==> src/rtl/irqc_pkg.sv <==
package irqc_pkg;
  localparam int NCH       = 16;
  localparam int DW        = 8;
  localparam int IDW       = $clog2(NCH);
  localparam int NBYTE     = NCH / DW;
  localparam int EN_BASE   = 0;
  localparam int PEND_BASE = NBYTE;
  localparam int MASK_BASE = 2 * NBYTE;
  localparam int SVC_BASE  = 3 * NBYTE;
  localparam int VEC_ADDR  = 4 * NBYTE;
  localparam int NREG      = 4 * NBYTE + 1;
  localparam int AW        = $clog2(NREG);
  localparam logic [DW-1:0] VEC_RST = 8'h0F;
  localparam logic [DW-1:0] VEC_RD_MASK = 8'hF8;

  typedef struct packed {
    logic [NREG-1:0] wrSel;
    logic [DW-1:0]   wdata;
    logic            ackTake;
  } strobe_t;
endpackage

==> src/rtl/irqc_datapath.sv <==
module irqc_datapath
  import irqc_pkg::*;
(
  input  logic           clk,
  input  logic           rstN,
  input  strobe_t        st,
  input  logic [NCH-1:0] evt,
  input  logic [AW-1:0]  rdAddr,
  output logic [DW-1:0]  rdData,
  output logic           anyElig,
  output logic [IDW-1:0] winId,
  output logic [3:0]     vecHi
);
  logic [NCH-1:0] en, pend, msk, svc;
  logic [NCH-1:0] enNext, mskNext, pendClr, svcClr, blocked, elig, ackHot;
  logic [DW-1:0]  vecReg;
  logic           sMode;

  assign sMode = vecReg[3];
  assign vecHi = vecReg[7:4];

  always_comb begin
    enNext  = en;
    mskNext = msk;
    pendClr = '0;
    svcClr  = '0;
    for (int b = 0; b < NBYTE; b++) begin
      if (st.wrSel[EN_BASE + b]) begin
        enNext[b*DW +: DW]  = st.wdata;
        pendClr[b*DW +: DW] = ~st.wdata;
      end
      if (st.wrSel[PEND_BASE + b]) pendClr[b*DW +: DW] = pendClr[b*DW +: DW] | ~st.wdata;
      if (st.wrSel[MASK_BASE + b]) mskNext[b*DW +: DW] = st.wdata;
      if (st.wrSel[SVC_BASE + b])  svcClr[b*DW +: DW]  = ~st.wdata;
    end
  end

  always_comb begin
    logic acc;
    acc = 1'b0;
    for (int i = NCH - 1; i >= 0; i--) begin
      acc = acc | svc[i];
      blocked[i] = acc;
    end
  end

  assign elig    = pend & msk & ~blocked;
  assign anyElig = |elig;

  always_comb begin
    winId = '0;
    for (int i = 0; i < NCH; i++) if (elig[i]) winId = IDW'(i);
  end

  always_comb begin
    ackHot = '0;
    if (st.ackTake) ackHot[winId] = 1'b1;
  end

  always_ff @(posedge clk) begin
    if (!rstN) begin
      en     <= '0;
      pend   <= '0;
      msk    <= '0;
      svc    <= '0;
      vecReg <= VEC_RST;
    end else begin
      en   <= enNext;
      msk  <= mskNext;
      pend <= (pend & ~(pendClr | ackHot)) | (evt & enNext);
      svc  <= sMode ? ((svc & ~svcClr) | ackHot) : '0;
      if (st.wrSel[VEC_ADDR]) vecReg <= st.wdata;
    end
  end

  always_comb begin
    rdData = '0;
    for (int b = 0; b < NBYTE; b++) begin
      if (int'(rdAddr) == EN_BASE + b)   rdData = en[b*DW +: DW];
      if (int'(rdAddr) == PEND_BASE + b) rdData = pend[b*DW +: DW];
      if (int'(rdAddr) == MASK_BASE + b) rdData = msk[b*DW +: DW];
      if (int'(rdAddr) == SVC_BASE + b)  rdData = svc[b*DW +: DW];
    end
    if (int'(rdAddr) == VEC_ADDR) rdData = vecReg & VEC_RD_MASK;
  end

  // with every channel disabled and no register write, nothing can pend
  a_r3_disabled_quiet: assert property (@(posedge clk) disable iff (!rstN)
    ((en == '0) && (st.wrSel == '0)) |=> (pend == '0));
  // the acknowledged channel loses its pending bit unless re-triggered
  a_r6_ack_clears: assert property (@(posedge clk) disable iff (!rstN)
    (st.ackTake && !evt[winId]) |=> !pend[$past(winId)]);
  // automatic mode empties the in-service bits
  a_r7_auto_no_svc: assert property (@(posedge clk) disable iff (!rstN)
    !sMode |=> (svc == '0));
  // a winner always lies strictly above every in-service bit
  a_r8_ceiling: assert property (@(posedge clk) disable iff (!rstN)
    anyElig |-> ((svc >> winId) == '0));
endmodule

==> src/rtl/irqc_ctrl.sv <==
module irqc_ctrl
  import irqc_pkg::*;
(
  input  logic           clk,
  input  logic           rstN,
  input  logic           regWr,
  input  logic [AW-1:0]  regAddr,
  input  logic [DW-1:0]  regWdata,
  input  logic           ackReq,
  input  logic           chainInN,
  input  logic           anyElig,
  input  logic [IDW-1:0] winId,
  input  logic [3:0]     vecHi,
  output strobe_t        st,
  output logic           irqN,
  output logic           chainOutN,
  output logic           vecValid,
  output logic [DW-1:0]  vecOut
);
  always_comb begin
    for (int a = 0; a < NREG; a++) st.wrSel[a] = regWr && (int'(regAddr) == a);
    st.wdata   = regWdata;
    st.ackTake = ackReq && !chainInN && anyElig;
  end

  assign irqN      = !anyElig;
  assign chainOutN = chainInN || anyElig;

  always_ff @(posedge clk) begin
    if (!rstN) begin
      vecValid <= 1'b0;
      vecOut   <= '0;
    end else begin
      vecValid <= st.ackTake;
      vecOut   <= st.ackTake ? {vecHi, winId} : '0;
    end
  end

  // a vector only follows an acknowledge that found a request
  a_r2_vec_follows_ack: assert property (@(posedge clk) disable iff (!rstN)
    vecValid |-> ($past(ackReq) && $past(anyElig)));
  // with the chain input inactive, an acknowledge returns nothing
  a_r9_chain_blocks: assert property (@(posedge clk) disable iff (!rstN)
    (ackReq && chainInN) |=> !vecValid);
endmodule

==> src/rtl/irqc_top.sv <==
module irqc_top
  import irqc_pkg::*;
(
  input  logic                 clk,
  input  logic                 rstN,
  input  logic [NCH-1:0]       evt,
  input  logic                 regWr,
  input  logic [AW-1:0]        regAddr,
  input  logic [DW-1:0]        regWdata,
  output logic [DW-1:0]        regRdata,
  input  logic                 ackReq,
  input  logic                 chainInN,
  output logic                 chainOutN,
  output logic                 irqN,
  output logic                 vecValid,
  output logic [DW-1:0]        vecOut
);
  strobe_t        st;
  logic           anyElig;
  logic [IDW-1:0] winId;
  logic [3:0]     vecHi;

  irqc_ctrl ctrl_i (
    .clk(clk), .rstN(rstN), .regWr(regWr), .regAddr(regAddr), .regWdata(regWdata),
    .ackReq(ackReq), .chainInN(chainInN), .anyElig(anyElig), .winId(winId),
    .vecHi(vecHi), .st(st), .irqN(irqN), .chainOutN(chainOutN),
    .vecValid(vecValid), .vecOut(vecOut)
  );

  irqc_datapath dp_i (
    .clk(clk), .rstN(rstN), .st(st), .evt(evt), .rdAddr(regAddr), .rdData(regRdata),
    .anyElig(anyElig), .winId(winId), .vecHi(vecHi)
  );
endmodule

==> config.mk <==
export PLATFORM = sky130hd
export DESIGN_NAME = irqc_top
export DESIGN_NICKNAME = d
export VERILOG_FILES = /design/src/rtl/irqc_pkg.sv /design/src/rtl/irqc_datapath.sv /design/src/rtl/irqc_ctrl.sv /design/src/rtl/irqc_top.sv
export SDC_FILE = /design/constraint.sdc
export NUM_CORES = 1
export LEC_CHECK = 0
export ABC_AREA = 1
export BUFFER_PORTS_ARGS = -buffer_cell sky130_fd_sc_hd__buf_2
export CAP_MARGIN = 5
export CORE_MARGIN = 3
export CORE_UTILIZATION = 58
export CTS_CLUSTER_SIZE = 12
export DETAILED_ROUTE_END_ITERATION = 8
export HOLD_SLACK_MARGIN = 0.12
export PLACE_DENSITY = 0.88
export REMOVE_ABC_BUFFERS = 1
export SLEW_MARGIN = 20
export SYNTH_ARGS = -nofsm -noshare
export SYNTH_HDL_FRONTEND = slang
export SYNTH_HIERARCHICAL = 1
export SYNTH_SLANG_ARGS = --single-unit
==> constraint.sdc <==
create_clock -name clk -period 2.95 [get_ports clk]
set_input_delay 0.295 -clock clk [delete_from_list [all_inputs] [get_ports clk]]
set_output_delay 0.295 -clock clk [all_outputs]
set_load 0.03 [all_outputs]
# [Yosys cells after proc, flatten, opt, wreduce, memory -nomap -nowiden]
# Index checks and enable logic that the tools add are counted.
[word_totals] wordCells=101 reg_bits=81
[classes] n_reduce_logical=19 n_mux=35 eq_ne=8 n_lt_le_gt_ge=2 bitwise=29
[op_table] operator="8-bit 2-to-1 mux" count=17
[op_table] operator="16-bit AND" count=5
[op_table] operator="16-bit NOT" count=3
[op_table] operator="16-bit bitwise OR" count=3
[op_table] operator="4-bit 2-to-1 mux" count=8
[op_table] operator="4-bit equality test, second input constant" count=5
[op_table] operator="16-bit 2-to-1 mux" count=1
[op_table] operator="8-bit bitwise OR" count=2
[op_table] operator="16-bit OR reduction" count=1
[op_table] operator="1-bit bitwise OR" count=15
[op_table] operator="1-bit logical AND" count=12
[op_table] operator="3-bit 2-to-1 mux" count=4
[op_table] operator="4-bit by 3-bit equality test with 1-bit output, second input constant" count=2
[op_table] operator="8-bit NOT" count=1
[op_table] operator="4-bit by 5-bit < comparator with 1-bit output, second input constant" count=1
[op_table] operator="1-bit demux with 4-bit select" count=1
[op_table] operator="4-bit by 2-bit equality test with 1-bit output, second input constant" count=1
[op_table] operator="4-bit by 1-bit greater-or-equal comparator with 1-bit output, second input constant" count=1
[op_table] operator="4-bit logical NOT" count=1
[op_table] operator="2-bit 2-to-1 mux" count=2
[op_table] operator="2-bit AND reduction" count=2
[op_table] operator="1-bit logical NOT" count=2
[op_table] operator="1-bit 2-to-1 mux" count=2
[op_table] operator="1-bit logical OR" count=1

# [Longest topological paths before layout]
# Gate-level depths: netlist of run 1.
[logic_depth] word_depth=41 ltp_mapped=24

# [Modules after synthesis]
# The synthesis of run 1 kept the hierarchy.
[modules_own_cells] mod="irqc_datapath" area_per_inst_um2=3570.9 cells_each=539 n_inst=1 seq_area_each_um2=1381.3
[modules_own_cells] mod="irqc_ctrl" area_per_inst_um2=422.9 cells_each=59 n_inst=1 seq_area_each_um2=180.2

# [Worst setup path after synthesis of run 1]
# No wires, ideal clock.
[synth_path] path_type="register to register" startpoint="register dp_i.svc[14]" endpoint="register dp_i.pend[4]" arrival_ns=2.385 period_less_slack_ns=2.498 setup_time_ns=0.112 path_stages_with_launch=19 setup_slack_ns=0.452 path_cell_list="dfxtp_1 > nor2_2 > nand4_2 > nor2_2 > nand4_2 > nor2_4 > nand4_2 > nor2_2 > inv_1 > nor2_1 > nand4_1 > nand3_1 > nand2_1 > nor2_1 > inv_1 > nor3_1 > nand4_1 > nand2_1 > nand2_1"
[synth_rtl] element="from (decl)" line="irqc_datapath.sv:14" source="logic [NCH-1:0] en, pend, msk, svc;"
[synth_rtl] element="from (signal assigned)" line="irqc_datapath.sv:71" source="svc <= sMode ? ((svc & ~svcClr) | ackHot) : '0;"
[synth_rtl] element="to (signal assigned)" line="irqc_datapath.sv:70" source="pend <= (pend & ~(pendClr | ackHot)) | (evt & enNext);"
[synth_rtl] element="to (decl)" line="irqc_datapath.sv:14"

# [Worst setup path after layout of run 1]
[layout_path] startpoint="register dp_i.svc[15]" endpoint="register dp_i.svc[14]"
[layout_via] word_cells_on_any_way=41 cone_classes="order compare: 2; mux: 18; bitwise: 18; reduce/logical: 3"
[layout_rtl] element="1-bit bitwise OR (13 in a row)" line="irqc_datapath.sv:42" source="acc = acc | svc[i];"
[layout_rtl] element="16-bit NOT *" line="irqc_datapath.sv:47" source="assign elig = pend & msk & ~blocked;"
[layout_rtl] element="16-bit AND *" line="irqc_datapath.sv:47"
[layout_rtl] element="2-bit 2-to-1 mux (2 in a row)" line="irqc_datapath.sv:52" source="for (int i = 0; i < NCH; i++) if (elig[i]) winId = IDW'(i);"
[layout_rtl] element="3-bit 2-to-1 mux (4 in a row)" line="irqc_datapath.sv:52"
[layout_rtl] element="4-bit 2-to-1 mux (7 in a row)" line="irqc_datapath.sv:52"
[layout_rtl] element="4-bit 2-to-1 mux *" line="irqc_datapath.sv:52"
[layout_rtl] element="net winId[1]" line="irqc_top.sv:20" source="logic [IDW-1:0] winId;"
[layout_rtl] element="4-bit by 5-bit < comparator with 1-bit output (implied by the code) / 4-bit by 1-bit greater-or-equal comparator with 1-bit output (equally long branches)" line="irqc_datapath.sv:57" source="if (st.ackTake) ackHot[winId] = 1'b1;"
[layout_rtl] element="1-bit logical AND (implied by the code)" line="irqc_datapath.sv:57"
[layout_rtl] element="1-bit 2-to-1 mux (implied by the code)" line="irqc_datapath.sv:57"
[layout_rtl] element="1-bit demux with 4-bit select *"
[layout_rtl] element="16-bit 2-to-1 mux *" line="irqc_datapath.sv:57"
[layout_rtl] element="16-bit bitwise OR *" line="irqc_datapath.sv:71"
# The timed path passes the listed nets; every way through them passes the cells marked *.
# A chain may end at the register's enable or synchronous reset.

==> results of run 1 <==
## routing by layer
layer  part of all wire  vias to the layer above
li1                   -                     2041
met1               0.39                     1988
met2               0.46                      291
met3               0.11                       66
met4              0.043                        0
met5                  0                        -
## sequential cells by signal, indices dropped and copies added (netlist names)
name             flops
dp_i/en             16
dp_i/msk            16
dp_i/pend           16
dp_i/svc            16
ctrl_i/vecOut        8
dp_i/vecReg          5
ctrl_i/vecValid      1
## final cells by class
cell class                      instances  area (um^2)  area share
Multi-Input combinational cell        400         2010       0.436
Sequential cell                        78         1560       0.339
Timing Repair Buffer                   67          380      0.0824
Inverter                               93          349      0.0757
Clock buffer                           10          128      0.0277
Tap cell                               77         96.3      0.0209
Clock inverter                          6         86.3      0.0187
## kinds of logic (layout without fill, tap and decap cells)
| logic type | after synthesis | count (layout) | synth area share |
|---|---|---|---|
| flops | 78 | 78 | 0.391 |
| buf+inv | 120 | 176 | 0.124 |
| simple gates | 282 | 282 | 0.313 |
| compound gates | 118 | 118 | 0.172 |
## where the power goes
group	internal (mW)	switching, mW
registers	1.07	0.0106
logic	0.0490	0.121
clock network	0.475	0.412
## Yosys cell counts (all sizes together), types with 11 or more instances
cell type	n	area share
clkbuf	13	0.012
a211oi	11	0.021
nand2	110	0.11
nand4	18	0.037
nand3	20	0.029
nor2	110	0.11
nor3	21	0.026
dfxtp	78	0.39
o21ai	52	0.065
buf	14	0.024
inv	90	0.085
a21oi	34	0.045
## what timing repair did
action / CTS / global route
hold buffers: 2 / 0
setup buffers: 0 / 4
hold endpoints to repair: 2 / 0
resized for setup: 0 / 15
setup endpoints to repair: 0 / 25
## worst min-delay path by stage
stage,start,to,slack [ps],cells past startpoint
after floorplan,rstN,dp_i/vecReg[3]$_SDFFE_PN1P_,380,1
after global placement,dp_i/vecReg[7]$_SDFFE_PN0P_,ctrl_i/vecOut[7]$_SDFF_PN0_,430,2
after detailed placement,dp_i/vecReg[4]$_SDFFE_PN0P_,ctrl_i/vecOut[4]$_SDFF_PN0_,440,2
after CTS,evt[12],dp_i/pend[12]$_SDFF_PN0_,120,3
after global routing,evt[10],dp_i/pend[10]$_SDFF_PN0_,130,3
final,evt[10],dp_i/pend[10]$_SDFF_PN0_,140,3
## through the flow
step                      hold WS, ps  setup WS [ps]
after CTS                         123            146
after floorplan                   379            452
final                             136           70.7
after global routing              134          -58.5
after global placement            430            366
after detailed placement          435            221
## critical path: stages (launching register included)
cell and delay, ps:
dfxtp_2 350, nor2_4 120, nand4_2 140, nor2_2 170, nand4_2 150, nor2_4 190, nand2_1 60, inv_1 70
nand4_1 100, nand2_1 110, inv_1 60, nand2_1 80, a21oi_1 70, or2_1 250, a21oi_4 340, inv_2 200
nand4_1 180, a21oi_1 80
==> impl_metrics.toml, run 1 <==
[clock_network]
cts_buffers = 9
cts_root_buf = "clkbuf_8"
clk_latency_ps = 360
h-tree-depth = 3
clkSlewWorstSetupHoldPaths_ps = 80
clockBufferDepth = 2
clock-sinks = 78
cts_tree = "built"

[global_route]
overflow = 0
grt_pass1_vias = 3993
use_met3 = 0.0581
grt_max_degree = 25
grt_pass1_wl_mm = 20.0
grtUsageTotal = 0.337
grt-busiest-layer = "met2"
globalRouteMet1Util = 0.419
antenna_found_initial = 0
grt_use_met2 = 0.571

[place]
placed_area_um2 = 4270
hpwlAfterDp_mm = 9.18
place.gp.congestion = 1.00
placedCellCount = 709
port_buffers = 51

[power]
p_per_area_nw_per_um2 = 463
total_power_mw = 2.14
vdd_drop_max_uv = 502
cellLeakagePower_nw = 2.05

[timing]
setup_viol = 0
finalSetupTns_ps = 0
maxSlewHeadroom = 0.426
post-route-period-util = 0.976
period_needed_ps = 2880
slew_viol_final = 0
hold_violations = 0
fmax_mhz = 347
finClkSkew_ps = 12.4
tightest_slew_ps = 854

[die]
initial_utilization = 0.615
fp-row-count = 29
fp.coreArea_um2 = 6490
die_x_um = 89.0
io_pins = 52
die_h_um = 89.0
die_area_um2 = 7920

[setup_path]
reg2reg_slack_ps = 70
crit_start = "dp_i/svc[15]$_SDFF_PN0_"
crit_type = "flip-flop to flip-flop"
worstPathArrival_ps = 3090
cp-end-kind = "flip-flop"
required_ps = 3160
worst_r2r_path_depth = 17
timing.rr.end = "dp_i/svc[14]$_SDFF_PN0_"
cp-start-kind = "flip-flop"
r2r-start = "dp_i/svc[15]$_SDFF_PN0_"
crit_path_max_fanout = 9
critPathCapture = "dp_i/svc[14]$_SDFF_PN0_"

[final_layout]
fillers = 592
nets = 682
finish.utilization = 0.710
final_cell_mix = "nand2_1 (107), nor2_1 (105), inv_1 (89), dfxtp_1 (77)"
final_common_cell = "nand2_1"
instances_no_fill = 731
diodes = 0
drive_gt1_frac = 0.161
final_cell_area_um2 = 4610
syn2layout_area_growth_pct = 15.5

[route]
via_per_inst = 6.00
routedWlPerCell_um = 17.9
drc = 0
drt-total-wl_mm = 13.1
ant_nets = 0
dr.pass1.iters = 5
vias = 4386
first_iter_violations = 606

[synth]
ys_seq_area_frac = 0.391
syn_area_um2 = 3990
yosys_warnings = 6
synth_cell_types = 34
netlist_instances = 598
avgSynthCellArea_um2 = 6.68
ys.flop_type = "dfxtp_1"
ys_ff_latch = 78
synthArstFlopShare = 0
synth-edff-count = 0

[job]
maxCapViolations = 0

[outcome]
status = "finished clean"

[min_path]
min_path_type = "input pin to flip-flop"
Note: power is estimated with default switching activity, not from simulation.
==> run 2: changes to the inputs <==
CORE_UTILIZATION = 62   (was 58)
PLACE_DENSITY = 0.93   (was 0.88)
clock period = 3.7 ns   (was 2.95 ns; I/O delays follow)
==> run 2 against run 1 <==
- clock power is 24% lower
- critical path type unchanged
- clock-buffer cell count unchanged
- non-clock buffer count down 12
- critical path depth unchanged
- worst setup slack better by 470 ps
- final cell count down 1.9%
- global-route usage increased by 0.53 points
- first-iteration DRC count down 39%
- fmax shrank 8.7%
- wire length down 6.3%
- clock skew is 1.7 ps higher
- final area fell by 3.9%
==> impl_metrics.toml, run 2 (synthesis gave the netlist of run 1 again) <==
[setup_path]
required_ps = 3970
cp-end-kind = "flip-flop"
worstPathArrival_ps = 3420
crit_path_max_fanout = 4
crit_type = "flip-flop to flip-flop"
cp-start-kind = "flip-flop"

[timing]
slew_viol_final = 0
rsz0062_at_grt = "false"
period_needed_ps = 3160
maxSlewHeadroom = 0.431
hold_violations = 0
fmax_mhz = 317
setup_viol = 0
finClkSkew_ps = 14.1
finalSetupTns_ps = 0
post-route-period-util = 0.853
hold_slack_ps = 210
fin_ws_ps = 545
tightest_slew_ps = 848

[global_route]
grt_pass1_vias = 4150
antenna_found_initial = 0
grt_pass1_wl_mm = 19.7
grt_max_degree = 31
overflow = 0
grtUsageTotal = 0.342

[min_path]
min_path_type = "input pin to flip-flop"

[route]
dr.pass1.iters = 6
first_iter_violations = 372
drt-total-wl_mm = 12.2
via_per_inst = 5.99
routedWlPerCell_um = 17.1
drc = 0
vias = 4295
ant_nets = 0

[outcome]
status = "finished clean"

[power]
p_per_area_nw_per_um2 = 374
cellLeakagePower_nw = 1.95
vdd_drop_max_uv = 290

[die]
io_pins = 52
die_x_um = 86.3
fp-row-count = 28
die_h_um = 86.3
fp.coreArea_um2 = 6100
initial_utilization = 0.655
die_area_um2 = 7440

[place]
port_buffers = 51
place.gp.congestion = 1.03
placed_area_um2 = 4230
hpwlAfterDp_mm = 9.05
pre_cts_slack_ps = 694

[clock_network]
clkSlewWorstSetupHoldPaths_ps = 80
clock-sinks = 78
cts_tree = "built"
postCtsHoldBufs = 0
cts_buffers = 9
h-tree-depth = 3
cts_resized = 0
clk_latency_ps = 350
cts_setup_buffers = 0
clockBufferDepth = 2
cts_root_buf = "clkbuf_8"

[final_layout]
ff_latch_area_um2 = 1560
syn2layout_area_growth_pct = 11.0
final_cell_area_um2 = 4430
nets = 670
fillers = 535
multi_input_area_um2 = 1940
drive_gt1_frac = 0.134
final_common_cell = "nand2_1"
final_cell_mix = "nand2_1 (107), nor2_1 (106), inv_1 (89), dfxtp_1 (78)"
diodes = 0

[job]
maxCapViolations = 0
-- run 2: cell types whose count changed in the layout (fill, tap and decap cells not counted), sizes merged --
cell         change
clkinvlp         +2
clkinv           -2
inv              +1
buf             -10
bufinv           -1
dlygate4sd3      -2
-- run 2: final timing paths --
check / cells after the start / from / endpoint / slack (ps)
min reg2reg: 2 / dp_i/vecReg[5]$_SDFFE_PN0P_ / ctrl_i/vecOut[5]$_SDFF_PN0_ / 460
min: 3 / evt[2] / dp_i/pend[2]$_SDFF_PN0_ / 210
max: 17 / dp_i/svc[14]$_SDFF_PN0_ / dp_i/svc[6]$_SDFF_PN0_ / 540
max reg2reg: 17 / dp_i/svc[14]$_SDFF_PN0_ / dp_i/svc[6]$_SDFF_PN0_ / 540
-- run 2: layout make-up --
cell class,count,area share
clock inverter,6,0.0158
timing repair buffer,55,0.0643
multi-input combinational,400,0.437
tap,75,0.0212
clock buffer,10,0.0310
sequential,78,0.352
inverter,93,0.0787
-- run 2: per-layer routing --
metal / vias to the layer above / share of wire / wire [um] / track usage
met5: - / 0 / 0 / 0
met2: 281 / 0.47 / 5750 / 0.558
met4: 0 / 0.032 / 396 / 0.184
met3: 37 / 0.11 / 1330 / 0.0608
li1: 2015 / - / - / -
met1: 1962 / 0.39 / 4760 / 0.430
-- run 2: per-stage QoR --
stage,util,power (mW),std cells
6_report,0.727,1.66,717
5_1_grt,0.727,1.71,717
4_1_cts,0.727,1.66,717
3_5_place_dp,0.693,1.01,701
3_3_place_gp,0.693,1.00,701
2_1_floorplan,-,0.940,571
-- run 2: critical path: stages, from the launching register on --
cell,delay (ps)
dfxtp_1,330
nor2_2,170
nand4_2,110
nor2_2,130
nand4_2,140
nor2_4,150
nand4_2,110
nor2_2,120
inv_1,60
o21ai_1,190
a21oi_1,70
nand3_1,180
nand2_1,80
nor2_1,220
inv_1,100
nor3_1,530
nand4_1,200
a21oi_1,180
-- run 2: power by group --
part           internal [mW]  leakage, nW  switching [mW]
combinational         0.0359         1.23          0.0934
clock                  0.334       0.0951           0.336
sequential             0.852        0.630         0.00831
total                   1.22         1.95           0.438
==> run 3: changes to the inputs <==
CORE_UTILIZATION = 60   (was 62)
PLACE_DENSITY = 0.9   (was 0.93)
==> run 3 against run 2 <==
- critical path type unchanged
- highest routed layer unchanged
- flip-flop and latch count unchanged
- first-iteration DRC count increased by 12%
- final cell count down 0.14%
- worst setup slack worse by 21 ps
- core utilization decreased by 3.3 points
- register-to-register slack got worse by 20 ps
- combinational power hardly changed
- clock skew is 7.2 ps lower
- clock-buffer cell count did not move
- critical path depth rose by 1
- via count is 0.23% lower
- hold slack better by 7.2 ps
==> impl_metrics.toml, run 3 (synthesis gave the netlist of run 1 again) <==
[global_route]
use_met3 = 0.0687
grt_pass1_wl_mm = 19.7
grt_use_met2 = 0.553
globalRouteMet1Util = 0.410
antenna_found_initial = 0
overflow = 0
grt-busiest-layer = "met2"
grt_pass1_vias = 4076
grt_max_degree = 31
grtUsageTotal = 0.337

[setup_path]
crit_path_cell_trace = "nor2_2 -> nand4_2 -> nor2_2 -> nand4_2 -> nor2_4 -> nand4_2 -> nor2_2 -> inv_1 -> nor2_1 -> nand4_1 -> nand3_1 -> nand2_1 -> nor2_1 -> inv_1 -> nor3_1 -> nand4_1 -> nand2_1 -> nand2_1"
timing.rr.end = "dp_i/pend[0]$_SDFF_PN0_"
max_stage_delay_ps = 520
crit_buf_inv = 2
worstPathArrival_ps = 3410
worst_r2r_path_depth = 18
cp-start-kind = "flip-flop"
crit_family = "simple AND/OR/NAND/NOR gates"
critical_path_depth = 18
crit_path_max_fanout = 4
r2r-start = "dp_i/svc[14]$_SDFF_PN0_"
cp-end-kind = "flip-flop"
reg2reg_slack_ps = 520
cp_slowest_cell = "nor3_1"
crit_type = "flip-flop to flip-flop"
required_ps = 3940

[die]
initial_utilization = 0.625
die_x_um = 87.6
io_pins = 52
fp.coreArea_um2 = 6390
die_area_um2 = 7670
die_h_um = 87.6
fp-row-count = 29

[final_layout]
diodes = 0
final_common_cell = "nand2_1"
nets = 669
finish.utilization = 0.694
syn2layout_area_growth_pct = 11.0
drive_gt1_frac = 0.130
final_cell_mix = "nand2_1 (107), nor2_1 (106), inv_1 (89), dfxtp_1 (78)"

[clock_network]
clkSlewWorstSetupHoldPaths_ps = 80
cts_root_buf = "clkbuf_8"
cts_setup_buffers = 0
cts_resized = 0
clk_latency_ps = 340
cts_buffers = 9
clock-sinks = 78
cts_tree = "built"
clockBufferDepth = 2
postCtsHoldBufs = 0
h-tree-depth = 3

[power]
p_comb_frac = 0.077
p_int_mw = 1.28
total_power_mw = 1.69
pwr-share-clk = 0.413
vdd_drop_max_uv = 322
p_per_area_nw_per_um2 = 381
switching_share = 0.243
p_sw_mw = 0.409
cellLeakagePower_nw = 1.96
p_seq_frac = 0.510

[min_path]
hp-start = "evt[4]"
min_path_type = "input pin to flip-flop"
holdPathEnd = "dp_i/pend[4]$_SDFF_PN0_"
hold_depth = 3

[route]
routedWlPerCell_um = 17.4
ant_nets = 0
drc = 0
dr.pass1.iters = 6
vias = 4285
first_iter_violations = 417
via_per_inst = 5.98
drt-total-wl_mm = 12.5

[timing]
maxSlewHeadroom = 0.453
hold_slack_ps = 217
rsz0062_at_grt = "false"
finalSetupTns_ps = 0
finClkSkew_ps = 6.88
tightest_slew_ps = 814
post-route-period-util = 0.858
fmax_mhz = 315
period_needed_ps = 3180
fin_ws_ps = 524
slew_viol_final = 0
hold_violations = 0
setup_viol = 0

[place]
port_buffers = 51
place.gp.congestion = 1.01
hpwlAfterDp_mm = 9.07
pre_cts_slack_ps = 631

[job]
maxCapViolations = 0

[outcome]
status = "finished clean"
## run 3: cell types whose count changed in the layout (fill, tap and decap cells not counted)
cell        change
clkinvlp_4      -2
buf_4           -1
bufinv_16       +1
clkinv_2        +1
clkinv_4        -1
inv_6           -1
## run 3: cell type report
class / count / area (um^2)
Timing Repair Buffer: 54 / 278
Clock inverter: 4 / 72.6
Clock buffer: 10 / 138
Sequential cell: 78 / 1560
Tap cell: 77 / 96.3
Fill cell: 586 / 1950
Inverter: 93 / 349
Multi-Input combinational cell: 400 / 1940
## run 3: worst max path at each step
stage,startpoint,slack (ps),endpoint
detailed placement,dp_i/svc[14]$_SDFF_PN0_,630,dp_i/pend[0]$_SDFF_PN0_
global placement,dp_i/svc[14]$_SDFF_PN0_,800,dp_i/pend[6]$_SDFF_PN0_
finish,dp_i/svc[14]$_SDFF_PN0_,520,dp_i/pend[0]$_SDFF_PN0_
CTS,dp_i/svc[14]$_SDFF_PN0_,590,dp_i/pend[1]$_SDFF_PN0_
global route,dp_i/svc[14]$_SDFF_PN0_,140,dp_i/pend[4]$_SDFF_PN0_
floorplan,dp_i/svc[14]$_SDFF_PN0_,1200,dp_i/pend[4]$_SDFF_PN0_
## run 3: worst reg2reg max path, cell delays in order, from the launching register on
cell	delay, ps
dfxtp_1	330
nor2_2	170
nand4_2	120
nor2_2	130
nand4_2	150
nor2_4	170
nand4_2	110
nor2_2	110
inv_1	60
nor2_1	130
nand4_1	100
nand3_1	190
nand2_1	80
nor2_1	230
inv_1	100
nor3_1	520
nand4_1	220
nand2_1	100
nand2_1	50
## run 3: stage by stage
stage	cells	cell area, um^2
after floorplan	571	3850
after global placement	702	4220
after detailed placement	702	4220
after CTS	716	4430
after global routing	716	4430
final	716	4430
## run 3: power by group through the flow
stage | clock, mW | combinational (mW) | sequential, mW
floorplan | 0 | 0.0623 | 0.878
global route | 0.740 | 0.139 | 0.862
finish | 0.696 | 0.129 | 0.861
global placement | 0 | 0.121 | 0.880
detailed placement | 0 | 0.124 | 0.880
CTS | 0.699 | 0.125 | 0.861
## run 3: metal layers
metal  vias to the layer above  wire length, um
met4                         0              615
li1                       2006                -
met2                       297             5840
met5                         -                0
met1                      1928             4530
met3                        54             1470
